==> src/rtl/frac_baud_pkg.sv <==
package frac_baud_pkg;

   // width of the sixteenths part of the divisor
   localparam int FRAC_W  = 4;
   // oversample strobes per bit period
   localparam int OS_RATE = 16;

   typedef enum logic {
      SRC_CORE = 1'b0,
      SRC_REF  = 1'b1
   } src_kind_e;

endpackage

==> src/rtl/frac_src_sel.sv <==
// Produces the count enable: every core clock, or one cycle per rising
// edge of the (optionally synchronized) reference strobe.
module frac_src_sel
   import frac_baud_pkg::*;
#(
   parameter int SYNC_STAGES = 2
) (
   input  logic clk_i,
   input  logic srst_i,
   input  logic src_sel_i,
   input  logic ref_tick_i,
   output logic en_o
);

   logic ref_evt;

   generate
      if (SYNC_STAGES < 0 || SYNC_STAGES == 1) begin : g_bad_depth
         $error("frac_src_sel: SYNC_STAGES must be 0 or at least 2");
      end

      if (SYNC_STAGES == 0) begin : g_direct
         // reference already lives in the core domain as a one-cycle strobe
         assign ref_evt = ref_tick_i;
      end else begin : g_sync
         logic [SYNC_STAGES-1:0] sync_q;
         logic                   prev_q;

         always_ff @(posedge clk_i) begin
            if (srst_i) begin
               sync_q <= '0;
               prev_q <= 1'b0;
            end else begin
               sync_q <= {sync_q[SYNC_STAGES-2:0], ref_tick_i};
               prev_q <= sync_q[SYNC_STAGES-1];
            end
         end

         // rising edge of the synchronized reference
         assign ref_evt = sync_q[SYNC_STAGES-1] & ~prev_q;
      end
   endgenerate

   assign en_o = (src_kind_e'(src_sel_i) == SRC_REF) ? ref_evt : 1'b1;

endmodule

==> src/rtl/frac_period_ctl.sv <==
// Bit-period counter with fractional stretch. The divisor inputs are read
// only when a period starts, so a change never splits a bit.
module frac_period_ctl
   import frac_baud_pkg::*;
#(
   parameter int INT_W = 12
) (
   input  logic              clk_i,
   input  logic              srst_i,
   input  logic              en_i,
   input  logic [INT_W-1:0]  div_int_i,
   input  logic [FRAC_W-1:0] div_frac_i,
   output logic              run_o,
   output logic [INT_W:0]    len_o,
   output logic              end_o
);

   localparam int             LEN_W = INT_W + 1;
   localparam logic [LEN_W-1:0] ONE = LEN_W'(1);

   logic [LEN_W-1:0]  cnt_q;
   logic [LEN_W-1:0]  len_q;
   logic [FRAC_W-1:0] acc_q;
   logic              run_q;

   logic [FRAC_W:0]   acc_sum;
   logic [LEN_W-1:0]  len_next;
   logic              last_w;
   logic              load_w;
   logic              start_ok;

   always_comb begin
      acc_sum  = {1'b0, acc_q} + {1'b0, div_frac_i};
      // carry out of the sixteenths accumulator lengthens this period
      len_next = {1'b0, div_int_i} + LEN_W'(acc_sum[FRAC_W]);
      last_w   = run_q && ((cnt_q + ONE) == len_q);
      load_w   = en_i && (!run_q || last_w);
      start_ok = (div_int_i != '0);
   end

   always_ff @(posedge clk_i) begin
      if (srst_i) begin
         run_q <= 1'b0;
         cnt_q <= '0;
         len_q <= '0;
         acc_q <= '0;
      end else if (load_w) begin
         cnt_q <= '0;
         if (start_ok) begin
            run_q <= 1'b1;
            len_q <= len_next;
            acc_q <= acc_sum[FRAC_W-1:0];
         end else begin
            run_q <= 1'b0;
            len_q <= '0;
            acc_q <= '0;
         end
      end else if (en_i && run_q) begin
         cnt_q <= cnt_q + ONE;
      end
   end

   assign run_o = run_q;
   assign len_o = len_q;
   assign end_o = en_i && last_w;

endmodule

==> src/rtl/frac_os_gen.sv <==
// Spreads OS_RATE strobes over a period of len_i counted clocks with a
// phase accumulator stepping by OS_RATE and wrapping at len_i.
module frac_os_gen
   import frac_baud_pkg::*;
#(
   parameter int INT_W = 12
) (
   input  logic           clk_i,
   input  logic           srst_i,
   input  logic           en_i,
   input  logic           run_i,
   input  logic [INT_W:0] len_i,
   output logic           os_evt_o
);

   localparam int              LEN_W   = INT_W + 1;
   localparam int              PH_W    = LEN_W + 1;
   localparam logic [PH_W-1:0] OS_STEP = PH_W'(OS_RATE);

   logic [PH_W-1:0] ph_q;
   logic [PH_W-1:0] ph_sum;
   logic [PH_W-1:0] len_ext;
   logic            dense;
   logic            hit;

   always_comb begin
      ph_sum  = ph_q + OS_STEP;
      len_ext = {1'b0, len_i};
      dense   = (len_i < LEN_W'(OS_RATE));
      hit     = (ph_sum >= len_ext);
   end

   always_ff @(posedge clk_i) begin
      if (srst_i || !run_i) begin
         ph_q <= '0;
      end else if (en_i) begin
         if (dense) begin
            ph_q <= '0;
         end else if (hit) begin
            ph_q <= ph_sum - len_ext;
         end else begin
            ph_q <= ph_sum;
         end
      end
   end

   assign os_evt_o = en_i && run_i && (dense || hit);

endmodule

==> src/rtl/frac_baud_gen.sv <==
module frac_baud_gen
   import frac_baud_pkg::*;
#(
   parameter int INT_W           = 12,
   parameter int REF_SYNC_STAGES = 2
) (
   input  logic              clk_i,
   input  logic              srst_i,
   input  logic              src_sel_i,
   input  logic              ref_tick_i,
   input  logic [INT_W-1:0]  div_int_i,
   input  logic [FRAC_W-1:0] div_frac_i,
   output logic              bit_tick_o,
   output logic              os_tick_o
);

   generate
      if (INT_W < 4) begin : g_bad_width
         $error("frac_baud_gen: INT_W must be at least 4");
      end
   endgenerate

   logic           en_w;
   logic           run_w;
   logic           end_w;
   logic           os_w;
   logic [INT_W:0] len_w;
   logic           bit_q;
   logic           os_q;

   frac_src_sel #(
      .SYNC_STAGES (REF_SYNC_STAGES)
   ) u_src (
      .clk_i      (clk_i),
      .srst_i     (srst_i),
      .src_sel_i  (src_sel_i),
      .ref_tick_i (ref_tick_i),
      .en_o       (en_w)
   );

   frac_period_ctl #(
      .INT_W (INT_W)
   ) u_ctl (
      .clk_i      (clk_i),
      .srst_i     (srst_i),
      .en_i       (en_w),
      .div_int_i  (div_int_i),
      .div_frac_i (div_frac_i),
      .run_o      (run_w),
      .len_o      (len_w),
      .end_o      (end_w)
   );

   frac_os_gen #(
      .INT_W (INT_W)
   ) u_os (
      .clk_i    (clk_i),
      .srst_i   (srst_i),
      .en_i     (en_w),
      .run_i    (run_w),
      .len_i    (len_w),
      .os_evt_o (os_w)
   );

   always_ff @(posedge clk_i) begin
      if (srst_i) begin
         bit_q <= 1'b0;
         os_q  <= 1'b0;
      end else begin
         bit_q <= end_w;
         os_q  <= os_w;
      end
   end

   assign bit_tick_o = bit_q;
   assign os_tick_o  = os_q;

endmodule

==> config.mk <==
export PLATFORM = sky130hd
export DESIGN_NAME = frac_baud_gen
export DESIGN_NICKNAME = d
export VERILOG_FILES = /design/src/rtl/frac_baud_pkg.sv /design/src/rtl/frac_src_sel.sv /design/src/rtl/frac_period_ctl.sv /design/src/rtl/frac_os_gen.sv /design/src/rtl/frac_baud_gen.sv
export SDC_FILE = /design/constraint.sdc
export NUM_CORES = 1
export LEC_CHECK = 0
export CAP_MARGIN = 30
export CORE_MARGIN = 1.5
export CORE_UTILIZATION = 57
export DETAILED_ROUTE_END_ITERATION = 8
export DONT_BUFFER_PORTS = 1
export GPL_ROUTABILITY_DRIVEN = 0
export GPL_TIMING_DRIVEN = 0
export PLACE_DENSITY_LB_ADDON = 0.15
export SETUP_SLACK_MARGIN = 0.1
export SYNTH_ARGS = -nofsm -noshare
export SYNTH_HDL_FRONTEND = slang
export SYNTH_SLANG_ARGS = --single-unit
export TNS_END_PERCENT = 10
==> constraint.sdc <==
create_clock -name clk_i -period 4.3 [get_ports clk_i]
set_input_delay 0.43 -clock clk_i [delete_from_list [all_inputs] [get_ports clk_i]]
set_output_delay 0.43 -clock clk_i [all_outputs]
set_load 0.01 [all_outputs]
==> reports/qor.yml <==
rsz0062_at_grt: "false"
antenna_found_initial: 0
wl_met2_mm: 4.60
hold_depth: 1
dpl_worst_slack_ps: 718
diodes: 0
ios: 22
syn2layout_area_growth_pct: 4.88
viasPerCell: 6.34
endpoint_kind: "flop"
worstSetupPathType: "flop to flop"
cts-hold-fix-buffers: 0
clk_path_buf_depth: 2
power_density_nw_per_um2: 362
arrival_ps: 3870
async_flop_share_pct: 0
slew-limit-headroom_pct: 48.2
p_int_mw: 0.885
outcome: "complete, no violations"
drive_gt1_share_pct: 8.90
worst_r2r_path_depth: 12
p_clk_share_pct: 20.4
ys.flop_type: "dfxtp_1"
mappedNetlistArea_um2: 3870
num_vias: 3553
worst_hold_slack_ps: 238
cp-start-kind: "flop"
switching_share_pct: 39.9
start_util_pct: 60.0
finalSetupViolCount: 0
setup_tns_ps: 0
worstSkewPairLatency_ps: 320
drc: 0
timing.fmax_ghz: 0.276
cts_setup_buffers: 0
fin_worst_skew_ps: 8.12
syn_inst: 475
maxCapViolCount: 0
yosysUniqueCellTypes: 72
synth_edf_count: 0
r2r-end: "u_os.ph_q[7]"
drt_pre_antenna_iters: 4
hold_path.class: "input pin to flop"
grt_max_degree: 18
nFillCells: 572
min-delay-start: "ref_tick_i"
finalWirelength_mm: 9.72
die_w_um: 85.5
drtIter0Drc: 255
grt_pass1_vias: 3404
cp_max_fo: 10
port_buffers: 0
power_frac_comb_pct: 43.0
required_ps: 4550
h-tree-depth: 2
drt-met1-wl_mm: 4.41
r2r_setup_slack_ps: 670
numCtsBuffers: 5
hold_viol: 0
grt_pass1_wl_mm: 16.0
floorplan.core_area_um2: 6460
postRouteAntennaNets: 0
yosys_warnings: 0
fp.dieArea_um2: 7300
setup_slack_ps: 673
syn_area_per_cell_um2: 8.16
max_slew.worst_pin.slew_ps: 775
dr_wl_met3_um: 514
overflow: 0
fin_nets: 525
dp_hpwl_mm: 7.41
placementRows: 29
min_to: "u_src.g_sync.sync_q[0]"
finalCritPeriodShare_pct: 84.3
clkSlewWorstSetupHoldPaths_ps: 110
ir_worst_vdd_mv: 0.290
ys_seq_elements: 50
die_h_um: 85.5
leakagePower_nw: 1.52
grt.total_usage_pct: 27.3
ctsRootBufferMaster: "clkbuf_8"
yosysSeqAreaShare_pct: 25.8
slew_violations: 0
synth_fp_nets: 518
p_sw_mw: 0.587
cts_resized: 0
clock_sinks: 50
pwr-share-seq_pct: 36.6
r2r_start: "u_os.ph_q[4]"
period_minus_slack_ps: 3630
highest_layer: "met4"
cts_tree: "done"
wl_per_cell_um: 17.4
metal layers:
metal	track usage [%]	vias up
met5	0	-
met4	9.38	0
met3	4.57	20
met2	46.2	100
met1	35.0	1667
li1	-	1766
cell usage in the layout (no fill, tap or decap), types with 4 or more instances in the layout:
cell / netlist / final
a211o_1: 4 / 4
a211oi_1: 4 / 4
a21o_1: 6 / 6
a21oi_1: 17 / 17
a22o_1: 6 / 6
a31o_1: 6 / 6
a31oi_1: 5 / 5
and3_1: 5 / 5
buf_2: 4 / 4
buf_6: 6 / 6
clkbuf_1: 11 / 11
clkbuf_8: 0 / 5
dfxtp_1: 50 / 50
ha_1: 21 / 21
inv_1: 27 / 27
mux2i_1: 5 / 5
nand2_1: 41 / 41
nand3_1: 22 / 22
nand4_1: 13 / 13
nor2_1: 33 / 33
nor2b_1: 11 / 11
nor3_1: 13 / 13
nor4_1: 11 / 11
o21ai_0: 26 / 26
o31ai_1: 8 / 8
xnor2_1: 27 / 27
xor2_1: 19 / 19
power by group through the flow:
stage / sequential [mW] / combinational (mW) / clock [mW]
after global routing: 0.544 / 0.696 / 0.323
final: 0.539 / 0.633 / 0.300
after detailed placement: 0.549 / 0.625 / 0
after global placement: 0.547 / 0.617 / 0
after CTS: 0.538 / 0.627 / 0.306
after floorplan: 0.536 / 0.508 / 0
cells in the mapped netlist (11+ instances only):
cell,instances,share of area [%]
dfxtp_1,50,26
nand2_1,41,4.0
nor2_1,33,3.2
inv_1,27,2.6
xnor2_1,27,6.1
o21ai_0,26,3.4
nand3_1,22,2.8
ha_1,21,6.8
xor2_1,19,4.3
a21oi_1,17,2.2
nand4_1,13,2.1
nor3_1,13,1.7
clkbuf_1,11,1.1
nor2b_1,11,1.8
nor4_1,11,1.8
final cells by class:
type / instances / area (um^2) / area share, %
multi-input combinational: 375 / 2630 / 64.7
sequential: 50 / 1000 / 24.6
buffer: 23 / 144 / 3.54
inverter: 27 / 101 / 2.49
tap: 77 / 96.3 / 2.37
clock buffer: 5 / 68.8 / 1.69
clock inverter: 3 / 23.8 / 0.585
critical path, cell delays in order, from the launching register on:
cell and delay (ps):
dfxtp_1 450, ha_1 320, nand2_1 70, or2_2 280, xnor2_1 230, ha_1 350, nand4_1 150, nor2_1 70
a211o_1 320, a2111oi_4 750, buf_4 310, a31oi_1 100, o22ai_1 150
state kept, by name (all words and copies together) (netlist names):
name / count
u_ctl.len_o: 13
u_ctl.acc_q: 4
u_ctl.run_o: 1
u_src.g_sync.prev_q: 1
os_tick_o: 1
u_os.ph_q: 14
u_src.g_sync.sync_q: 2
u_ctl.cnt_q: 13
bit_tick_o: 1
logic make-up (layout without fill, tap and decap cells):
group,after synthesis,after routing,synth area share [%]
multiplexers,5,5,1.29
AO/OA/AOI/OAI,121,121,23.2
buffers and inverters,50,58,6.33
adder cells (fa/ha/maj),23,23,7.81
AND/OR/NAND/NOR,179,179,24.5
flip-flops,50,50,25.8
XOR/XNOR,47,47,11.0
worst max path at each step:
stage	from	endpoint	slack, ps	cells after the start
5_1_grt	u_os.ph_q[4]	u_os.ph_q[10]	390	12
3_3_place_gp	u_os.ph_q[4]	u_os.ph_q[7]	750	12
6_report	u_os.ph_q[4]	u_os.ph_q[7]	670	12
4_1_cts	u_os.ph_q[4]	u_os.ph_q[12]	690	12
2_1_floorplan	u_os.ph_q[4]	u_os.ph_q[12]	1200	11
3_5_place_dp	u_os.ph_q[4]	u_os.ph_q[7]	720	12
metrics by stage:
| step | std cells | instance area, um^2 | total power, mW | util (%) |
|---|---|---|---|---|
| 2_1_floorplan | 475 | 3870 | 1.04 | - |
| 3_3_place_gp | 552 | 3970 | 1.16 | 61.5 |
| 3_5_place_dp | 552 | 3970 | 1.17 | 61.5 |
| 4_1_cts | 560 | 4060 | 1.47 | 62.9 |
| 5_1_grt | 560 | 4060 | 1.56 | 62.9 |
| 6_report | 560 | 4060 | 1.47 | 62.9 |
Note: power is estimated with default switching activity, not from simulation.
